`config.mk`:
```
export PLATFORM = sky130hd
export DESIGN_NAME = trapc_top
export DESIGN_NICKNAME = d
export VERILOG_FILES = /design/src/rtl/trapc_pkg.sv /design/src/rtl/trapc_arb.sv /design/src/rtl/trapc_vector.sv /design/src/rtl/trapc_stat_next.sv /design/src/rtl/trapc_top.sv
export SDC_FILE = /design/constraint.sdc
export NUM_CORES = 1
export LEC_CHECK = 0
export BUFFER_PORTS_ARGS = -buffer_cell sky130_fd_sc_hd__buf_2
export CAP_MARGIN = 20
export CORE_AREA = 4 4 151 95
export CTS_CLUSTER_SIZE = 8
export DETAILED_ROUTE_END_ITERATION = 16
export DIE_AREA = 0 0 155 99
export HOLD_SLACK_MARGIN = 0.15
export PLACE_DENSITY = 0.79
export SLEW_MARGIN = 20
export SYNTH_ARGS = -nofsm -noshare
export SYNTH_HDL_FRONTEND = slang
export SYNTH_SLANG_ARGS = --single-unit
```
`constraint.sdc`:
```
create_clock -name clk -period 1.32 [get_ports clk]
set_clock_uncertainty 0.15 [all_clocks]
set_input_delay 0.132 -clock clk [delete_from_list [all_inputs] [get_ports clk]]
set_output_delay 0.132 -clock clk [all_outputs]
set_load 0.05 [all_outputs]
```
`src/rtl/trapc_pkg.sv`:
```
package trapc_pkg;
  typedef enum logic [1:0] {
    EV_NONE   = 2'd0,
    EV_TRAP   = 2'd1,
    EV_MASK   = 2'd2,
    EV_UNMASK = 2'd3
  } trapc_ev_e;
endpackage

```
`src/rtl/trapc_arb.sv`:
```
module trapc_arb
  import trapc_pkg::*;
#(
  parameter int VEC_W    = 5,
  parameter int RSVD_VEC = 31
) (
  input  logic             trap_req_i,
  input  logic [VEC_W-1:0] trap_vec_i,
  input  logic             mask_req_i,
  input  logic             unmask_req_i,
  input  logic             stat_wr_i,
  input  logic             cause_wr_i,
  output trapc_ev_e        ev_o,
  output logic             stat_wr_ok_o,
  output logic             cause_wr_ok_o
);
  localparam logic [VEC_W-1:0] RSVD = VEC_W'(RSVD_VEC);

  logic trap_ok;

  always_comb begin
    trap_ok = trap_req_i && (trap_vec_i != RSVD);
    if (trap_ok)           ev_o = EV_TRAP;
    else if (mask_req_i)   ev_o = EV_MASK;
    else if (unmask_req_i) ev_o = EV_UNMASK;
    else                   ev_o = EV_NONE;
    stat_wr_ok_o  = stat_wr_i && (ev_o == EV_NONE);
    cause_wr_ok_o = cause_wr_i && !trap_ok;
  end
endmodule

```
`src/rtl/trapc_vector.sv`:
```
module trapc_vector #(
  parameter int XLEN      = 32,
  parameter int VEC_W     = 5,
  parameter int PC_STEP   = 4,
  parameter int CODE_BASE = 'h40,
  parameter int SPLIT_VEC = 16,
  parameter int LO_ADDR   = 'h40,
  parameter int HI_ADDR   = 'h50
) (
  input  logic [XLEN-1:0]  pc_i,
  input  logic [VEC_W-1:0] vec_i,
  input  logic [XLEN-1:0]  cause_q_i,
  output logic [XLEN-1:0]  ret_pc_o,
  output logic [XLEN-1:0]  cause_trap_o,
  output logic [XLEN-1:0]  target_o
);
  localparam int HALF = XLEN / 2;
  localparam logic [HALF-1:0] BASE = HALF'(CODE_BASE);

  logic [HALF-1:0] code;

  always_comb begin
    ret_pc_o     = pc_i + XLEN'(PC_STEP);
    code         = BASE + HALF'(vec_i);
    cause_trap_o = {cause_q_i[XLEN-1:HALF], code};
  end

  generate
    if (SPLIT_VEC >= (1 << VEC_W)) begin : g_single
      assign target_o = XLEN'(LO_ADDR);
    end else begin : g_split
      assign target_o = (int'(vec_i) < SPLIT_VEC) ? XLEN'(LO_ADDR) : XLEN'(HI_ADDR);
    end
  endgenerate
endmodule

```
`src/rtl/trapc_stat_next.sv`:
```
module trapc_stat_next
  import trapc_pkg::*;
#(
  parameter int XLEN   = 32,
  parameter int MSK_BIT = 5,
  parameter int EXC_BIT = 6
) (
  input  logic [XLEN-1:0] stat_q_i,
  input  trapc_ev_e       ev_i,
  input  logic            wr_ok_i,
  input  logic [XLEN-1:0] wdata_i,
  output logic [XLEN-1:0] stat_d_o
);
  localparam logic [XLEN-1:0] MSK_M = XLEN'(1) << MSK_BIT;
  localparam logic [XLEN-1:0] EXC_M = XLEN'(1) << EXC_BIT;

  always_comb begin
    stat_d_o = stat_q_i;
    unique case (ev_i)
      EV_TRAP:   stat_d_o = stat_q_i | MSK_M | EXC_M;
      EV_MASK:   stat_d_o = stat_q_i | MSK_M;
      EV_UNMASK: stat_d_o = stat_q_i & ~MSK_M;
      default:   if (wr_ok_i) stat_d_o = wdata_i;
    endcase
  end
endmodule

```
`src/rtl/trapc_top.sv`:
```
module trapc_top
  import trapc_pkg::*;
#(
  parameter int XLEN      = 32,
  parameter int VEC_W     = 5,
  parameter int RSVD_VEC  = 31,
  parameter int PC_STEP   = 4,
  parameter int CODE_BASE = 'h40,
  parameter int SPLIT_VEC = 16,
  parameter int LO_ADDR   = 'h40,
  parameter int HI_ADDR   = 'h50,
  parameter int MSK_BIT   = 5,
  parameter int EXC_BIT   = 6
) (
  input  logic             clk,
  input  logic             rst_n,
  input  logic             trap_req_i,
  input  logic [VEC_W-1:0] trap_vec_i,
  input  logic [XLEN-1:0]  pc_i,
  input  logic             mask_req_i,
  input  logic             unmask_req_i,
  input  logic             stat_wr_i,
  input  logic [XLEN-1:0]  stat_wdata_i,
  input  logic             cause_wr_i,
  input  logic [XLEN-1:0]  cause_wdata_i,
  output logic [XLEN-1:0]  stat_o,
  output logic [XLEN-1:0]  save_pc_o,
  output logic [XLEN-1:0]  save_stat_o,
  output logic [XLEN-1:0]  cause_o,
  output logic             redir_vld_o,
  output logic [XLEN-1:0]  redir_pc_o
);
  trapc_ev_e       ev;
  logic            stat_wr_ok, cause_wr_ok, trap_go;
  logic [XLEN-1:0] ret_pc, cause_trap, target;
  logic [XLEN-1:0] stat_q, stat_d, spc_q, spc_d, sst_q, sst_d;
  logic [XLEN-1:0] cause_q, cause_d, rpc_q, rpc_d;
  logic            rv_q, rv_d;
  logic            en_stat, en_save, en_cause, en_rpc;

  trapc_arb #(.VEC_W(VEC_W), .RSVD_VEC(RSVD_VEC)) arb_i (
    .trap_req_i(trap_req_i), .trap_vec_i(trap_vec_i),
    .mask_req_i(mask_req_i), .unmask_req_i(unmask_req_i),
    .stat_wr_i(stat_wr_i), .cause_wr_i(cause_wr_i),
    .ev_o(ev), .stat_wr_ok_o(stat_wr_ok), .cause_wr_ok_o(cause_wr_ok)
  );

  trapc_vector #(
    .XLEN(XLEN), .VEC_W(VEC_W), .PC_STEP(PC_STEP), .CODE_BASE(CODE_BASE),
    .SPLIT_VEC(SPLIT_VEC), .LO_ADDR(LO_ADDR), .HI_ADDR(HI_ADDR)
  ) vec_i (
    .pc_i(pc_i), .vec_i(trap_vec_i), .cause_q_i(cause_q),
    .ret_pc_o(ret_pc), .cause_trap_o(cause_trap), .target_o(target)
  );

  trapc_stat_next #(.XLEN(XLEN), .MSK_BIT(MSK_BIT), .EXC_BIT(EXC_BIT)) sn_i (
    .stat_q_i(stat_q), .ev_i(ev), .wr_ok_i(stat_wr_ok),
    .wdata_i(stat_wdata_i), .stat_d_o(stat_d)
  );

  // next-state
  always_comb begin
    trap_go  = (ev == EV_TRAP);
    en_stat  = (ev != EV_NONE) || stat_wr_ok;
    en_save  = trap_go;
    en_cause = trap_go || cause_wr_ok;
    en_rpc   = trap_go;
    spc_d    = ret_pc;
    sst_d    = stat_q;
    cause_d  = trap_go ? cause_trap : cause_wdata_i;
    rpc_d    = target;
    rv_d     = trap_go;
  end

  // registers
  always_ff @(posedge clk or negedge rst_n) begin
    if (!rst_n) begin
      stat_q  <= '0;
      spc_q   <= '0;
      sst_q   <= '0;
      cause_q <= '0;
      rpc_q   <= '0;
      rv_q    <= 1'b0;
    end else begin
      rv_q <= rv_d;
      if (en_stat)  stat_q  <= stat_d;
      if (en_save)  spc_q   <= spc_d;
      if (en_save)  sst_q   <= sst_d;
      if (en_cause) cause_q <= cause_d;
      if (en_rpc)   rpc_q   <= rpc_d;
    end
  end

  assign stat_o      = stat_q;
  assign save_pc_o   = spc_q;
  assign save_stat_o = sst_q;
  assign cause_o     = cause_q;
  assign redir_vld_o = rv_q;
  assign redir_pc_o  = rpc_q;
endmodule

```
==> results of run 1 <==
[metal layers]
layer	routed length, um	up-vias
li1	-	2644
met1	10700	3269
met2	14700	527
met3	2570	144
met4	1510	0
met5	0	-
[sequential cells by signal (all words and copies together), names as in the netlist]
name         flops
cause_o         32
redir_vld_o      1
redir_pc_o       2
save_pc_o       32
stat_o          32
save_stat_o     32
[cells in the final DEF (no fill, tap or decap), types with 5 or more instances in the layout]
master,synthesis,routed
a21oi_1,27,14
a21oi_2,0,9
a31oi_1,14,7
a31oi_4,0,5
and4_1,7,7
buf_12,0,10
buf_16,0,5
buf_2,8,102
buf_4,31,145
buf_6,2,52
clkbuf_16,0,32
clkbuf_4,0,18
clkinvlp_4,0,5
conb_1,1,30
dfrtp_1,131,129
dlygate4sd3_1,0,108
inv_1,15,13
mux2_2,36,36
mux2_4,0,46
nand2_1,15,10
nand3_1,21,19
nand4_1,5,5
nand4b_1,5,5
nor2_2,0,18
nor2_4,0,10
o21ai_0,16,12
o31ai_1,7,7
or4_1,8,7
xor2_1,10,10
[cells by family (layout without fill, tap and decap cells)]
kind of cell	Yosys count	after routing	share of synthesized area, %
AO/OA/AOI/OAI	78	78	8.00
other	1	32	0.0630
flip-flops	131	131	55.0
XOR/XNOR	14	14	2.06
buffers and inverters	76	506	7.16
AND/OR/NAND/NOR	114	114	10.8
adder cells (fa/ha/maj)	5	5	1.05
multiplexers	84	84	15.8
[stage by stage]
step	utilization [%]	area, um^2	TNS, ns	total power [mW]
final	89.1	11400	-51.41	20.0
after global routing	89.1	11400	-54.44	20.5
after CTS	78.6	10000	-32.07	18.2
after detailed placement	60.7	7750	-88.50	12.2
after global placement	60.7	7750	-81.06	12.0
after floorplan	-	6220	-82.53	10.4
[worst paths after layout]
check | from | endpoint | slack, ns | cells after the start
hold / removal | pc_i[18] | save_pc_o[19] | 0.12 | 5
max in group asynchronous | rst_n | save_pc_o[13] | 0.04 | 4
setup reg to reg | stat_o[5] | stat_o[5] | 0.03 | 4
hold reg to reg | redir_pc_o[6] | redir_pc_o[6] | 0.33 | 1
setup / recovery | trap_vec_i[2] | cause_o[26] | -0.52 | 10
min in group asynchronous | rst_n | save_stat_o[18] | 0.21 | 3
[worst reg2reg max path, delay by kind of cell, from the launching register on]
family          cells  cell delay [ns]
flops               1             0.42
mux                 1             0.27
buf+inv             1             0.17
simple gates        1             0.10
compound gates      1             0.06
[Yosys cell counts]
cell type / number
a2111oi_2: 1
a211o_1: 1
a21boi_0: 1
a21oi_1: 27
a31oi_1: 14
and2_1: 2
and3_1: 4
and4_1: 7
buf_1: 1
buf_2: 8
buf_4: 31
buf_6: 2
clkbuf_1: 19
conb_1: 1
dfrtp_1: 131
ha_1: 5
inv_1: 15
mux2_1: 46
mux2_2: 36
mux2i_1: 2
nand2_1: 15
nand2b_1: 1
nand3_1: 21
nand3_2: 2
nand4_1: 5
nand4_4: 1
nand4b_1: 5
nor2_1: 31
nor2b_1: 1
nor3_1: 3
o211ai_1: 1
o21a_1: 1
o21ai_0: 16
o21ai_1: 1
o311ai_0: 5
o31ai_1: 7
o41ai_1: 3
or2_2: 1
or3_1: 4
or4_1: 8
or4b_1: 3
xnor2_1: 4
xor2_1: 10
[timing repair]
item	4_1_cts	5_1_grt
setup endpoints to repair	191	249
pin swaps	0	13
resized for setup	134	266
hold endpoints to repair	227	7
gates cloned	5	18
hold buffers	110	4
setup buffers	5	17
[cell type report]
| type | count | area share [%] |
|---|---|---|
| multi-input cells | 325 | 26.5 |
| clock inverters | 12 | 1.58 |
| well taps | 170 | 1.87 |
| clock buffers | 19 | 3.89 |
| repair buffers | 460 | 36.8 |
| diodes | 2 | 0.0440 |
| inverters | 15 | 0.517 |
| flip-flops and latches | 131 | 28.8 |
[where the power goes]
part / internal, mW / total, mW / switching, mW
registers: 5.00 / 5.89 / 0.886
clock network: 3.21 / 5.17 / 1.95
logic: 3.33 / 8.92 / 5.59
==> results.md, run 1 <==
- Clk sinks: 131
- Headroom to the max-slew limit: 55.0%
- Clock latency at the later pin of the worst-skew pair: 0.42 ns
- Dpl ws: -0.926 ns
- Port Buffer Count: 238
- Slew at the pin closest to its max-slew limit: 0.667 ns
- Type of the worst setup path: in -> reg
- DR vias: 6584
- Final Max Tran Viols: 0
- Number of antenna violations at the first check in global routing: 2
- Worst path buffer plus inverter count: 4
- Total CTS buffers: 17
- Count of unresolved DRC violations after routing: 0
- Wire length reported by the detailed router: 29500 um
- Highest cell delay on the worst timing path: 0.41 ns
- Via count of the first global-routing pass: 6210
- Hold Worst Slack: 0.123 ns
- Crit-path max FO: 8
- Setup repair after global routing missed its margin: true
- Timing-limited maximum frequency: 0.544 GHz
- Final nets: 1063
- Filler Cells Inserted: 459
- Cell area after technology mapping: 5960 um^2
- Global-route wire length before repair: 33900 um
- Violated checks: setup timing
- Maximum vdd drop: 0.00143 V
- DP Wirelength: 12800 um
- Die area: 15300 um^2
- Number of levels the H-tree was split into: 4
- Number of standard-cell rows in the floorplan: 32
- Outcome: finished with violations
- Data arrival time of the worst path: 1.99 ns
- GR Layer Usage met3: 7.68%
- GP Congestion: 0.905
- Type of element launching the critical path: input port
- Number of detailed-routing iterations run before antenna repair: 5
- Relative area change from synthesis to final layout: 91.1%
- Die X: 155 um
- Number of max-capacitance violations reported: 0
- Synth Area per Inst: 11.8 um^2
- Layer with the highest usage after global routing: met2
- Total Routing Usage GR: 28.0%
- Category of cells accounting for the largest share of critical-path delay: simple AND/OR/NAND/NOR gates
- Number of endpoints with negative hold slack in the final report: 0
- Count of endpoints failing setup in the final report: 137
- Warning count from the yosys run: 0
- Floorplan core area: 12800 um^2
- Clock-pin slew on the worst setup and hold paths: 0.07 ns
- Proportion of netlist area held by the largest area contributor: 55.0%
- Data required time of the worst path: 1.47 ns
- Worst-path cell with the longest stage delay: or3_4
- Count of routing violations after the opening detailed-route iteration: 495
- Final worst-path cycle share: 139%
- GR met2 Demand/Resource: 48.5%
- Area taken by flip-flops and latches: 3280 um^2
- Antenna violation net count after detailed routing: 0
- Cells after synthesis: 503
- Register bit total from synthesis: 131
- Share of cells above drive strength 1: 56.5%
- Die height: 99 um
- CTS tree: yes
- Post-layout minimum cycle time: 1.84 ns
- Clock root buffer master: clkbuf_16
- Count of pins on the block boundary: 269
- Sequential fraction of the synthesis area: 55.0%
- Placed cell count: 947
- Kind of end point of the critical path: flop
- Pin count of the biggest net entering global routing: 78
- Detail-routed via count per cell: 5.81
- Final non-filler cell total: 1134
- Global routing met1 resource utilization: 32.8%
- Series of cell instances along the critical path: buf_8, nand3_4, o21a_4, a21oi_4, buf_6, inv_4, ha_4, or3_4, buf_12, mux2_4
- Setup slack after layout: -0.519 ns
- Starting utilization of the core area: 46.6%
- Power density over the cells: 1760 nW/um^2
- Overflow left after global routing: 0
- Class of the tightest hold or removal check: in -> reg
- Synth area leaders: dfrtp_1, mux2_1, mux2_2
- Synth cell types: 43
- Area of the multi-input gates: 3010 um^2
- Largest buffer count on any clock path: 2
- Avg WL per Cell: 26.0 um
- Static leakage power: 5.29 nW
- Leading area contributor after synthesis: dfrtp_1
Power figures use the tool's default switching activity.
==> run 2: changes to the inputs <==
--- a/config.mk
+++ b/config.mk
@@ -11,6 +11,7 @@
 export CTS_CLUSTER_SIZE = 8
 export DETAILED_ROUTE_END_ITERATION = 16
 export DIE_AREA = 0 0 155 99
+export GPL_TIMING_DRIVEN = 0
 export HOLD_SLACK_MARGIN = 0.15
 export PLACE_DENSITY = 0.79
 export SLEW_MARGIN = 20
==> run 2 against run 1 <==
Against the previous run:
- the run ends with hold timing, setup timing left
- wire length decreased by 8.0%
- first-iteration DRC count decreased by 22%
- sequential share of layout area increased by 0.14 points
- sequential cell count unchanged
- largest cell class unchanged
- cell area decreased by 0.52%
- final cell count decreased by 1.9%
- highest routed layer unchanged
- critical path depth increased by 2
==> results.md, run 2 (synthesis gave the netlist of run 1 again) <==
- DP Wirelength: 13100 um
- Headroom to the max-slew limit: 57.6%
- GP Congestion: 0.895
- CTS tree: yes
- Port Buffer Count: 236
- Clock root buffer master: clkbuf_16
- Overflow left after global routing: 0
- Largest buffer count on any clock path: 2
- Worst-path cell with the longest stage delay: or3_4
- Final core occ: 88.6%
- Share of cells above drive strength 1: 57.5%
- Slew at the pin closest to its max-slew limit: 0.636 ns
- Count of unresolved DRC violations after routing: 0
- Number of levels the H-tree was split into: 4
- Type of element launching the critical path: input port
- Final nets: 1041
- Class of the tightest hold or removal check: in -> reg
- Violated checks: hold timing, setup timing
- Highest cell delay on the worst timing path: 0.37 ns
- Clk sinks: 131
- Series of cell instances along the critical path: buf_6, nand2_4, o21a_4, clkbuf_16, a21oi_4, inv_2, ha_4, clkbuf_16, or3_4, buf_12, buf_8, mux2_4
- Type of the worst setup path: in -> reg
- Power density over the cells: 1750 nW/um^2
- Filler Cells Inserted: 506
- Floorplan core area: 12800 um^2
- Avg WL per Cell: 24.4 um
- Cell depth of the worst hold path: 3
- Antenna violation net count after detailed routing: 0
- Timing-limited maximum frequency: 0.479 GHz
- Via count of the first global-routing pass: 6278
- Quantity of hold-fixing buffers added after cts: 95
- Kind of end point of the critical path: flop
- Total Routing Usage GR: 29.1%
- Die area: 15300 um^2
- Post-layout minimum cycle time: 2.09 ns
- Data required time of the worst path: 1.45 ns
- Wire length reported by the detailed router: 27100 um
- Pin count of the biggest net entering global routing: 82
- Outcome: finished with violations
- Number of standard-cell rows in the floorplan: 32
- Clock latency at the later pin of the worst-skew pair: 0.40 ns
- Die height: 99 um
- Relative area change from synthesis to final layout: 90.1%
- Count of endpoints failing setup in the final report: 132
- Detail-routed via count per cell: 5.65
- Startpoint of the worst register-to-register path: stat_o[0]
- Static leakage power: 5.26 nW
- Final worst-path cycle share: 158%
- CP Launch Point: trap_vec_i[1]
- Crit-path max FO: 5
- Total CTS buffers: 17
- Final Max Tran Viols: 0
- Count of pins on the block boundary: 269
- Count of routing violations after the opening detailed-route iteration: 388
- Commonest non-fill, non-tap cell in the layout: dfrtp_1
- Number of antenna violations at the first check in global routing: 2
- Most frequent cells in the layout: dfrtp_1, buf_2, buf_4
- Starting utilization of the core area: 46.6%
- Most numerous cell on the critical path: clkbuf_16
- Number of max-capacitance violations reported: 0
- Min-Delay Startpoint: trap_vec_i[0]
- Global-route wire length before repair: 35300 um
- Hold Worst Slack: -0.150 ns
- Data arrival time of the worst path: 2.22 ns
- Cell depth of the worst flop-to-flop path: 2
- Maximum vdd drop: 0.00183 V
- Setup repair after global routing missed its margin: true
- Power, Total: 19.9 mW
- DR vias: 6286
- Setup slack after layout: -0.769 ns
- Number of endpoints with negative hold slack in the final report: 6
- Die X: 155 um
- Number of detailed-routing iterations run before antenna repair: 5
- Clock-pin slew on the worst setup and hold paths: 0.06 ns
run 2: path summary, 6_finish.rpt:
path | endpoint | slack (ns)
worst max-delay path | cause_o[29] | -0.77
worst min-delay path | cause_o[0] | -0.15
worst max register to register | stat_o[0] | 0.20
worst min register to register | redir_pc_o[6] | 0.34
max in group asynchronous | save_pc_o[28] | 0.16
min in group asynchronous | save_pc_o[12] | 0.17
run 2: metrics by stage:
stage               worst slack [ns]  std cells  TNS [ns]  cell area (um^2)
floorplan                     -0.965        532    -82.53              6220
global placement               -1.66        938   -351.96              7610
detailed placement             -1.38        939   -141.49              7650
CTS                           -0.691       1091    -73.77             10400
global route                  -0.806       1112    -84.35             11300
finish                        -0.769       1112    -78.44             11300
run 2: worst max-delay path: cells and delay by family:
| family | cells | cell delay (ns) |
|---|---|---|
| buffers and inverters | 6 | 0.74 |
| AND/OR/NAND/NOR | 2 | 0.44 |
| AO/OA/AOI/OAI | 2 | 0.41 |
| multiplexers | 1 | 0.31 |
| adder cells (fa/ha/maj) | 1 | 0.17 |
run 2: metal layers:
metal	track usage (%)	part of all wire [%]
met4	9.23	5.0
met3	7.06	8.4
met1	35.5	36
met5	0	0
met2	51.1	50
run 2: timing repair:
item,in CTS,in global routing
cloned,10,6
pin swaps,10,17
endpoints found under the hold margin,184,8
setup buffers,16,20
endpoints found under the setup margin,192,269
resized for setup,214,254
run 2: cell type report:
class                   count  area [um^2]  area share, %
multi-input cells         325         3150           27.8
plain buffers              58          664           5.87
well taps                 170          213           1.88
clock inverters            14          178           1.57
clock buffers              18          439           3.88
diodes                      1         2.50         0.0221
repair buffers            380         3340           29.5
flip-flops and latches    131         3280           29.0
inverters                  15         56.3          0.497
run 2: report_power, final:
part | internal (mW) | leakage, nW | switching [mW]
Combinational | 3.40 | 3.41 | 5.60
Clock | 3.05 | 0.301 | 1.95
Sequential | 5.00 | 1.56 | 0.864
